===== src/rtl/mmg_pkg.sv =====
package mmg_pkg;
  typedef enum logic [1:0] {
    ST_IDLE = 2'd0,
    ST_RECV = 2'd1,
    ST_SCAN = 2'd2
  } mmg_state_e;
endpackage


===== src/rtl/mmg_ctrl.sv =====
module mmg_ctrl
  import mmg_pkg::*;
#(
  parameter int SMALL_ROWS = 9,
  parameter int SMALL_COLS = 11,
  parameter int LARGE_ROWS = 18,
  parameter int LARGE_COLS = 22,
  localparam int RCW = $clog2(LARGE_ROWS + 1),
  localparam int CCW = $clog2(LARGE_COLS + 1)
) (
  input  logic           clk_i,
  input  logic           rst_ni,
  input  logic           start_i,
  input  logic           mode_i,
  input  logic           rec_valid_i,
  output logic           frame_start_o,
  output logic           rec_fire_o,
  output logic           scan_fire_o,
  output logic           mode_q_o,
  output logic [RCW-1:0] row_o,
  output logic [CCW-1:0] col_o,
  output logic [RCW-1:0] rows_o,
  output logic [CCW-1:0] cols_o,
  output logic           done_o
);
  mmg_state_e     state_q;
  logic           mode_q, eff_mode, done_q, last_pos;
  logic [RCW-1:0] row_q;
  logic [CCW-1:0] col_q;

  // in idle the grid follows the pin so pruning at start uses the new size
  assign eff_mode = (state_q == ST_IDLE) ? mode_i : mode_q;
  assign rows_o   = eff_mode ? RCW'(LARGE_ROWS) : RCW'(SMALL_ROWS);
  assign cols_o   = eff_mode ? CCW'(LARGE_COLS) : CCW'(SMALL_COLS);
  assign last_pos = (row_q == rows_o - 1'b1) && (col_q == cols_o - 1'b1);

  assign frame_start_o = (state_q == ST_IDLE) && start_i;
  assign rec_fire_o    = (state_q == ST_RECV) && rec_valid_i;
  assign scan_fire_o   = (state_q == ST_SCAN);
  assign mode_q_o      = mode_q;
  assign row_o         = row_q;
  assign col_o         = col_q;
  assign done_o        = done_q;

  always_ff @(posedge clk_i or negedge rst_ni) begin
    if (!rst_ni) begin
      state_q <= ST_IDLE;
      mode_q  <= 1'b0;
      done_q  <= 1'b0;
      row_q   <= '0;
      col_q   <= '0;
    end else begin
      done_q <= 1'b0;
      if (frame_start_o) begin
        state_q <= ST_RECV;
        mode_q  <= mode_i;
        row_q   <= '0;
        col_q   <= '0;
      end else if (rec_fire_o || scan_fire_o) begin
        if (last_pos) begin
          row_q   <= '0;
          col_q   <= '0;
          state_q <= scan_fire_o ? ST_IDLE : ST_SCAN;
          done_q  <= scan_fire_o;
        end else if (col_q == cols_o - 1'b1) begin
          col_q <= '0;
          row_q <= row_q + 1'b1;
        end else begin
          col_q <= col_q + 1'b1;
        end
      end
    end
  end
endmodule


===== src/rtl/mmg_decide.sv =====
module mmg_decide #(
  parameter int SAD_W = 16,
  parameter int MV_W  = 8
) (
  input  logic [SAD_W-1:0]       sad_i,
  input  logic signed [MV_W-1:0] mvx_i,
  input  logic signed [MV_W-1:0] mvy_i,
  input  logic [SAD_W-1:0]       thr_hi_i,
  input  logic [SAD_W-1:0]       thr_lo_i,
  input  logic                   prev_i,
  output logic                   bit_o
);
  logic moving, primary, persist;

  assign moving  = (mvx_i != '0) || (mvy_i != '0);
  assign primary = (sad_i >= thr_hi_i) && moving;
  // persistence only adds bits, so it merges with the primary rule per record
  assign persist = prev_i && (sad_i >= thr_lo_i);
  assign bit_o   = primary || persist;
endmodule


===== src/rtl/mmg_fill.sv =====
module mmg_fill #(
  parameter int LARGE_ROWS = 18,
  parameter int LARGE_COLS = 22,
  parameter int FILL_MIN   = 4,
  localparam int N   = LARGE_ROWS * LARGE_COLS,
  localparam int IW  = $clog2(N),
  localparam int RCW = $clog2(LARGE_ROWS + 1),
  localparam int CCW = $clog2(LARGE_COLS + 1)
) (
  input  logic [N-1:0]   cur_i,
  input  logic [IW-1:0]  idx_i,
  input  logic [RCW-1:0] row_i,
  input  logic [CCW-1:0] col_i,
  input  logic [RCW-1:0] rows_i,
  input  logic [CCW-1:0] cols_i,
  output logic           self_o,
  output logic           fill_o
);
  logic [3:0] cnt;

  always_comb begin
    int nr, nc;
    cnt = '0;
    for (int dr = -1; dr <= 1; dr++) begin
      for (int dc = -1; dc <= 1; dc++) begin
        nr = int'(row_i) + dr;
        nc = int'(col_i) + dc;
        if (!(dr == 0 && dc == 0) && nr >= 0 && nc >= 0 &&
            nr < int'(rows_i) && nc < int'(cols_i)) begin
          cnt = cnt + 4'(cur_i[IW'(nr * LARGE_COLS + nc)]);
        end
      end
    end
  end

  assign self_o = cur_i[idx_i];
  assign fill_o = self_o || (cnt >= 4'(FILL_MIN));
endmodule


===== src/rtl/mmg_motion_mask.sv =====
module mmg_motion_mask #(
  parameter int SAD_W      = 16,
  parameter int MV_W       = 8,
  parameter int SMALL_ROWS = 9,
  parameter int SMALL_COLS = 11,
  parameter int LARGE_ROWS = 18,
  parameter int LARGE_COLS = 22,
  parameter int FILL_MIN   = 4
) (
  input  logic                   clk_i,
  input  logic                   rst_ni,
  input  logic                   start_i,
  input  logic                   mode_i,
  input  logic [SAD_W-1:0]       thr_hi_i,
  input  logic [SAD_W-1:0]       thr_lo_i,
  input  logic                   rec_valid_i,
  input  logic [SAD_W-1:0]       rec_sad_i,
  input  logic signed [MV_W-1:0] rec_mvx_i,
  input  logic signed [MV_W-1:0] rec_mvy_i,
  output logic                   mask_valid_o,
  output logic                   mask_bit_o,
  output logic                   done_o
);
  localparam int N   = LARGE_ROWS * LARGE_COLS;
  localparam int IW  = $clog2(N);
  localparam int RCW = $clog2(LARGE_ROWS + 1);
  localparam int CCW = $clog2(LARGE_COLS + 1);

  logic             frame_start, rec_fire, scan_fire, mode_q;
  logic [RCW-1:0]   row, rows;
  logic [CCW-1:0]   col, cols;
  logic [IW-1:0]    pos_idx;
  logic [N-1:0]     prev_q, cur_q, grid_mask;
  logic [SAD_W-1:0] thr_hi_q, thr_lo_q;
  logic             decide_bit, self_bit, fill_bit;

  mmg_ctrl #(
    .SMALL_ROWS(SMALL_ROWS), .SMALL_COLS(SMALL_COLS),
    .LARGE_ROWS(LARGE_ROWS), .LARGE_COLS(LARGE_COLS)
  ) u_ctrl (
    .clk_i        (clk_i),
    .rst_ni       (rst_ni),
    .start_i      (start_i),
    .mode_i       (mode_i),
    .rec_valid_i  (rec_valid_i),
    .frame_start_o(frame_start),
    .rec_fire_o   (rec_fire),
    .scan_fire_o  (scan_fire),
    .mode_q_o     (mode_q),
    .row_o        (row),
    .col_o        (col),
    .rows_o       (rows),
    .cols_o       (cols),
    .done_o       (done_o)
  );

  assign pos_idx = IW'(row) * IW'(LARGE_COLS) + IW'(col);

  for (genvar g = 0; g < N; g++) begin : g_grid
    localparam int GR = g / LARGE_COLS;
    localparam int GC = g % LARGE_COLS;
    assign grid_mask[g] = (RCW'(GR) < rows) && (CCW'(GC) < cols);
  end

  mmg_decide #(.SAD_W(SAD_W), .MV_W(MV_W)) u_decide (
    .sad_i   (rec_sad_i),
    .mvx_i   (rec_mvx_i),
    .mvy_i   (rec_mvy_i),
    .thr_hi_i(thr_hi_q),
    .thr_lo_i(thr_lo_q),
    .prev_i  (prev_q[pos_idx]),
    .bit_o   (decide_bit)
  );

  mmg_fill #(
    .LARGE_ROWS(LARGE_ROWS), .LARGE_COLS(LARGE_COLS), .FILL_MIN(FILL_MIN)
  ) u_fill (
    .cur_i (cur_q),
    .idx_i (pos_idx),
    .row_i (row),
    .col_i (col),
    .rows_i(rows),
    .cols_i(cols),
    .self_o(self_bit),
    .fill_o(fill_bit)
  );

  always_ff @(posedge clk_i or negedge rst_ni) begin
    if (!rst_ni) begin
      prev_q   <= '0;
      cur_q    <= '0;
      thr_hi_q <= '0;
      thr_lo_q <= '0;
    end else if (frame_start) begin
      cur_q    <= '0;
      prev_q   <= prev_q & grid_mask;
      thr_hi_q <= thr_hi_i;
      thr_lo_q <= thr_lo_i;
    end else if (rec_fire) begin
      cur_q[pos_idx] <= decide_bit;
    end else if (scan_fire) begin
      // cur_q is frozen during the scan, which gives the fill its snapshot
      prev_q[pos_idx] <= fill_bit;
    end
  end

  assign mask_valid_o = scan_fire;
  assign mask_bit_o   = fill_bit;
endmodule


===== config.mk =====
export PLATFORM = sky130hd
export DESIGN_NAME = mmg_motion_mask
export DESIGN_NICKNAME = d
export VERILOG_FILES = /design/src/rtl/mmg_pkg.sv /design/src/rtl/mmg_ctrl.sv /design/src/rtl/mmg_decide.sv /design/src/rtl/mmg_fill.sv /design/src/rtl/mmg_motion_mask.sv
export SDC_FILE = /design/constraint.sdc
export NUM_CORES = 2
export LEC_CHECK = 0
export ABC_AREA = 1
export ABC_CLOCK_PERIOD_IN_PS = 12700
export BUFFER_PORTS_ARGS = -buffer_cell sky130_fd_sc_hd__buf_2
export CAP_MARGIN = 15
export CORE_MARGIN = 2
export CORE_UTILIZATION = 50
export DETAILED_ROUTE_END_ITERATION = 8
export PLACE_DENSITY = 0.65
export RECOVER_POWER = 50
export SETUP_SLACK_MARGIN = 0.02
export SLEW_MARGIN = 20
export SYNTH_ARGS = -nofsm -noshare
export SYNTH_HDL_FRONTEND = slang
export SYNTH_SLANG_ARGS = --single-unit

===== constraint.sdc =====
create_clock -name clk_i -period 12.7 [get_ports clk_i]
set_input_delay 2.54 -clock clk_i [delete_from_list [all_inputs] [get_ports clk_i]]
set_output_delay 2.54 -clock clk_i [all_outputs]
set_load 0.01 [all_outputs]

---- Yosys cells after proc, flatten, opt, wreduce, memory -nomap -nowiden ----
Cells that the tools add are included.
operators by class
  multiplexer cells ....................... 63
  add/subtract/negate cells ............... 24
  order comparisons ....................... 65
  multipliers ............................. 4
  bitwise logic cells ..................... 1
  equal/unequal tests ..................... 5
  reduce and logical (&&, ||, !) cells .... 441
operator list
  operator              count
  $mux 396              5
  $bwmux 396            2
  $logic_and 1x1->1     426
  $and 396x396->396     1
  $bmux 1 s9            10
  $lt 9x11->1 const B   8
  $lt 4x5->1 const A    16
  $ge 32x1->1 const B   2
  $lt 32x6->1           2
  $mux 5                10
  $lt 3x5->1 const A    8
  $lt 5x5->1 const A    8
  $ge 16x16->1          2
  $mul 32x5->8 const B  1
  $add 4x1->4           7
  $mux 4                7
  $add 9x7->9           3
  $add 9x9->9           3
  $mux 1                24
  $lt 1x5->1 const A    4
  $lt 2x5->1 const A    4
  $add 9x6->9           2
  $mul 5x4->8 const B   2
  $reduce_bool 8->1     2
  24 further kinds      44
storage, ports and cells
  logic and storage cells ................. 612
  output and inout bits ................... 3
  register bits ........................... 838

---- Logic depth before layout (Yosys ltp) ----
  depth in word-level cells ............... 27
  depth in mapped cells ................... 59
  depth with buffers taken out ............ 56

---- By module ----
From an unflattened synthesis, not the netlist that was laid out.
second synthesis, totals
  cell total of the unflattened synthesis .. 13353
  area total of the unflattened synthesis .. 80858.8 µm²
modules (own cells, without submodules)
  module           seq. area each (µm²)  area each (µm²)  cells each  times used
  mmg_motion_mask  20619.8               53468.8          7957        1
  mmg_fill         0.0                   25515.7          5124        1
  mmg_ctrl         350.3                 960.9            120         1
  mmg_decide       0.0                   913.4            152         1

---- Worst setup path after synthesis ----
Ideal clock, no wire load.
  path kind ............................... input port to output port
  from .................................... input port mode_i
  to ...................................... output port mask_bit_o
  cell stages on the path ................. 38
  data required time ...................... 10.160 ns
  data arrival time ....................... 8.725 ns
  slack ................................... 1.435 ns
  cells stage by stage .................... inv_1 > nand2_1 > o21ai_0 > inv_1 > ha_1 > a21boi_0 > o21a_1 > nor4_1 > ha_1 > nor3_1 > nand3_1 > inv_1 > ha_1 > nand3_1 > nand2_1 > ha_1 > nand2_1 > nand2_1 > [... 2 more ...] > nand2_1 > ha_1 > nand2_1 > nand2_1 > ha_1 > nand2_1 > nand2_1 > ha_1 > ha_1 > o21ai_0 > a211oi_1 > and3_1 > nand3_1 > nand3_1 > nand3_2 > buf_6 > buf_6 > buf_4
on the way
  word-level cells in the longest chain between the ends .. 22
  elaborated cells between the ends (all ways) .. 42
ends and longest elaborated chain
  element               line                   text
  from (decl)           mmg_motion_mask.sv:13  input logic mode_i,
  $mux 1 (*)            mmg_ctrl.sv:32         assign eff_mode = (state_q == ST_IDLE) ? mode_i : mode_q;
  $mux 5                mmg_ctrl.sv:33         assign rows_o = eff_mode ? RCW'(LARGE_ROWS) : RCW'(SMALL_ROWS);
  $lt 7x6->1            mmg_fill.sv:29         nr < int'(rows_i) && nc < int'(cols_i)) begin
  $logic_and 1x1->1     mmg_fill.sv:28         if (!(dr == 0 && dc == 0) && nr >= 0 && nc >= 0 &&
  $logic_and 1x1->1     mmg_fill.sv:29
  $mux 1                mmg_fill.sv:28
  $add 4x1->4           mmg_fill.sv:30         cnt = cnt + 4'(cur_i[IW'(nr * LARGE_COLS + nc)]);
  $mux 4                mmg_fill.sv:28
  [... 6 more ...]      n/a
  $add 4x1->4           mmg_fill.sv:30
  $mux 4                mmg_fill.sv:28
  $add 4x1->4           mmg_fill.sv:30
  $mux 4                mmg_fill.sv:28
  $add 4x1->4           mmg_fill.sv:30
  $mux 4 (*)            mmg_fill.sv:28
  $ge 4x3->1 (*)        mmg_fill.sv:37         assign fill_o = self_o || (cnt >= 4'(FILL_MIN));
  $logic_or 1x1->1 (*)  mmg_fill.sv:37
  to (decl)             mmg_motion_mask.sv:21  output logic mask_bit_o,
Mark *: on every way between the ends. The rest lies on a longest branch, timed or not.

---- Worst setup path after layout ----
  from .................................... register u_ctrl.row_q[1] (netlist: u_ctrl.row_o[1])
  to ...................................... output port mask_bit_o
on the way
  word-level cells in the longest chain between the ends .. 23
  elaborated cells between the ends (all ways) .. 88
ends and longest elaborated chain
  element                                    line            text
  from (decl)                                mmg_ctrl.sv:28  logic [RCW-1:0] row_q;
  from (signal assigned)                     mmg_ctrl.sv:67  row_q <= row_q + 1'b1;
  $add 6x1->7                                mmg_fill.sv:26  nr = int'(row_i) + dr;
  $mul 7x5->8                                mmg_fill.sv:30
  $add 9x7->9                                mmg_fill.sv:30
  $bmux 1 s9                                 mmg_fill.sv:30
  $mux 1 (implied by the code) (2 in a row)  mmg_fill.sv:30
  $mux 1                                     mmg_fill.sv:28
  $add 4x1->4                                mmg_fill.sv:30
  $mux 4                                     mmg_fill.sv:28
  [... 6 more ...]                           n/a
  $add 4x1->4                                mmg_fill.sv:30
  $mux 4                                     mmg_fill.sv:28
  $add 4x1->4                                mmg_fill.sv:30
  $mux 4                                     mmg_fill.sv:28
  $add 4x1->4                                mmg_fill.sv:30
  $mux 4                                     mmg_fill.sv:28
  $ge 4x3->1                                 mmg_fill.sv:37
  $logic_or 1x1->1 (*)                       mmg_fill.sv:37
Mark *: on every way between the ends. The rest lies on a longest branch, timed or not. The select of a mux whose other input is x is not followed.

==> flow_summary_export.csv <==
group,metric,value,unit
timing,relSlewSlack,-2.278,
timing,period_needed,12.16,ns
critical_path,critPathRequiredTime,10.16,ns
clock_tree,clk_latency,0.76,ns
yosys,synth_edf_count,0,
critical_path,critPathMaxFanout,7,
die,row_count,134,
yosys,synthSimpleGateAreaFrac,0.3459,
yosys,synth_top_family_by_area,"simple AND/OR/NAND/NOR gates",
cells_and_area,drive_gt1_frac,0.05793,
hold_path,holdPathStages,2,
timing,setup_viol,0,
clock_tree,cts_root_buf,"clkbuf_16",
yosys,syn_area,67250,um2
yosys,synth-seq-cells,838,
timing,slew_violations,871,
die,pin_count,72,
critical_path,arrival,9.62,ns
yosys,yosysTopAreaCellShare,0.3118,
timing,fin_tns_setup,0,ns
route,wl_per_cell,27.85,um
route,drtPass1Iterations,8,
die,initial_core_util,0.5039,
clock_tree,cts_buffers,99,
clock_tree,clock_path_buffers,3,
yosys,yosys.area.top_type,"dfrtp_1",
yosys,synth_compound_area_frac,0.1910,
yosys,synth.net_count,10970,
critical_path,cp_slowest_stage_delay,0.53,ns
route,drt_iter0_drc,12760,
place,hpwl,223200,um
route,wirelength,339100,um
global_routing,grt_pass1_wl,491000,um
global_routing,grt_pass1_vias,71400,
timing,skew,0.04291,ns
route,routed_via_density,6.482,
timing,worst_pin_slew,4.890,ns
critical_path,critical_path.most_common_cell,"nand2_1",
yosys,synth_xor_area_frac,0.009842,
yosys,ys.flop_type,"dfrtp_1",
yosys,synthArstFlopShare,1.000,
yosys,synth-seq-area-share,0.3118,
status,violations,"capacitance limit, slew limit",
yosys,postSynthCellCount,10730,
timing,hold_viol_final,0,
place,gp_congestion,1.158,
timing,fmax,82.27,MHz
yosys,synth.distinct_cells,68,
run,max_cap_violations,9,
critical_path,cp_slowest_cell,"fa_1",
yosys,yosys-top-cells-area,"dfrtp_1 31%, nand2_1 16%, o21ai_0 9.2%",
route,vias,78930,
cells_and_area,syn2layout_area_growth,7.179,%
cells_and_area,fillers,13270,
yosys,yosys_warnings,0,
yosys,muxShareOfSynthArea,0.006549,
die,die_height,370.8,um
clock_tree,cts_setup_buffers,0,
global_routing,grt_max_degree,193,
cells_and_area,final_net_count,10550,
route,drc,0,
global_routing,overflow,0,
clock_tree,clk_pin_slew_worst_paths,0.06,ns
clock_tree,cts.sinks,838,
global_routing,track_usage,0.4822,
critical_path,crit_path_start_kind,"register",
die,core-area,133500,um2
yosys,yosysMostFrequentCell,"nand2_1",
critical_path,end_kind,"output pin",
yosys,synth_fa_ha_area_frac,0.03457,
critical_path,criticalPathCategory,"register to output pin",
clock_tree,cts_tree,"yes",
timing,rsz0062_at_grt,"false",
die,die_area,137500,um2
die,die_w,370.8,um
place,io_buffers,71,
yosys,synth_top_cells_by_count,"2876 x nand2_1, 1232 x o21ai_0, 1142 x nand3_1, 1107 x nor2_1, 838 x dfrtp_1",
timing,finalCritPeriodShare,0.9571,
yosys,postSynthAreaPerCell,6.268,um2
status,run_status,"finished with violations",
critical_path,worst-r2r-cell-count,53,
hold_path,hold_path.class,"register to register",
global_routing,antenna_found_initial,23,
clock_tree,cts_max_level,3,
route,ant_nets,0,
-- through the flow --
step / utilization / area, um2 / cells / setup WS [ns] / hold slack (ns)
6_report: 0.5401 / 72080 / 12180 / 0.5446 / 0.4911
4_1_cts: 0.5396 / 72020 / 12160 / 0.2478 / 0.4847
3_5_place_dp: 0.5136 / 68550 / 11970 / 0.8845 / 0.4706
3_3_place_gp: 0.5136 / 68550 / 11970 / 0.8798 / 0.4665
5_1_grt: 0.5398 / 72040 / 12160 / 0.009643 / 0.5078
2_1_floorplan: - / 67250 / 10730 / 1.435 / 0.4450
-- timing repair --
item | in CTS | in global routing
resized for setup | 0 | 11
hold buffers | 0 | 0
setup endpoints to repair | 0 | 1
-- state kept, by name, summed over array words and instances (netlist names) --
register,count
thr_lo_q,16
cur_q,396
u_ctrl.done_o,1
u_ctrl.state_q,2
prev_q,396
u_ctrl.col_o,5
u_ctrl.mode_q_o,1
thr_hi_q,16
u_ctrl.row_o,5
-- worst max-delay path: cells and delay by family (launching register included) --
kind	cells	cell delay [ns]
adders and majority gates	12	3.53
buffers and inverters	8	1.00
xor gates and xnor gates	2	0.49
and+or+nand+nor	23	2.71
AOI/OAI and AO/OA	4	0.66
DFF	1	0.45
-- cell usage in the layout (no fill, tap or decap), drive strengths merged, types with 274 or more instances in the layout --
cell and count:
nand3 1144, o21ai 1391, inv 835, a21oi 477, dfrtp 838, nand2 2883
nor3 274, buf 276, nor2 1128
-- per-layer routing --
metal	wire, um	track usage	part of all wire	up-vias
met2	134300	0.6651	0.40	5957
met3	51630	0.1764	0.15	1419
li1	-	-	-	34610
met1	127200	0.6345	0.38	36910
met5	230	0	0.00068	-
met4	25760	0.3022	0.076	32
-- path summary, 6_finish.rpt --
check,start,endpoint,slack [ns]
hold / removal,prev_q[375]$_DFFE_PN0P_,prev_q[375]$_DFFE_PN0P_,0.49
hold reg to reg,prev_q[375]$_DFFE_PN0P_,prev_q[375]$_DFFE_PN0P_,0.49
max in group asynchronous,rst_ni,cur_q[209]$_DFFE_PN0P_,2.15
setup reg to reg,u_ctrl.row_o[1]$_DFFE_PN0P_,prev_q[241]$_DFFE_PN0P_,1.48
setup / recovery,u_ctrl.row_o[1]$_DFFE_PN0P_,mask_bit_o,0.54
min in group asynchronous,rst_ni,thr_hi_q[5]$_DFFE_PN0P_,3.43
-- final cells by class --
class	instances	area [um2]	area share
antenna	16	40.04	0.0005555
clock buffer	145	2933	0.04069
clock inverter	39	538.0	0.007464
inverter	862	3291	0.04565
multi-input combinational	8218	39830	0.5525
sequential	838	20980	0.2910
tap	1768	2212	0.03069
timing repair buffer	290	2265	0.03142
-- cell families (layout without fill, tap and decap cells) --
| kind of cell | count (synthesis) | count (layout) |
|---|---|---|
| XOR/XNOR | 73 | 73 |
| AND/OR/NAND/NOR | 5588 | 5588 |
| flip-flops | 838 | 838 |
| AO/OA/AOI/OAI | 2338 | 2338 |
| adder cells (fa/ha/maj) | 175 | 175 |
| other | 0 | 16 |
| buffers and inverters | 1674 | 1336 |
| multiplexers | 44 | 44 |
Power is not shown: default switching activity piles up to over one toggle a cycle in this logic, so the estimate is an artifact.
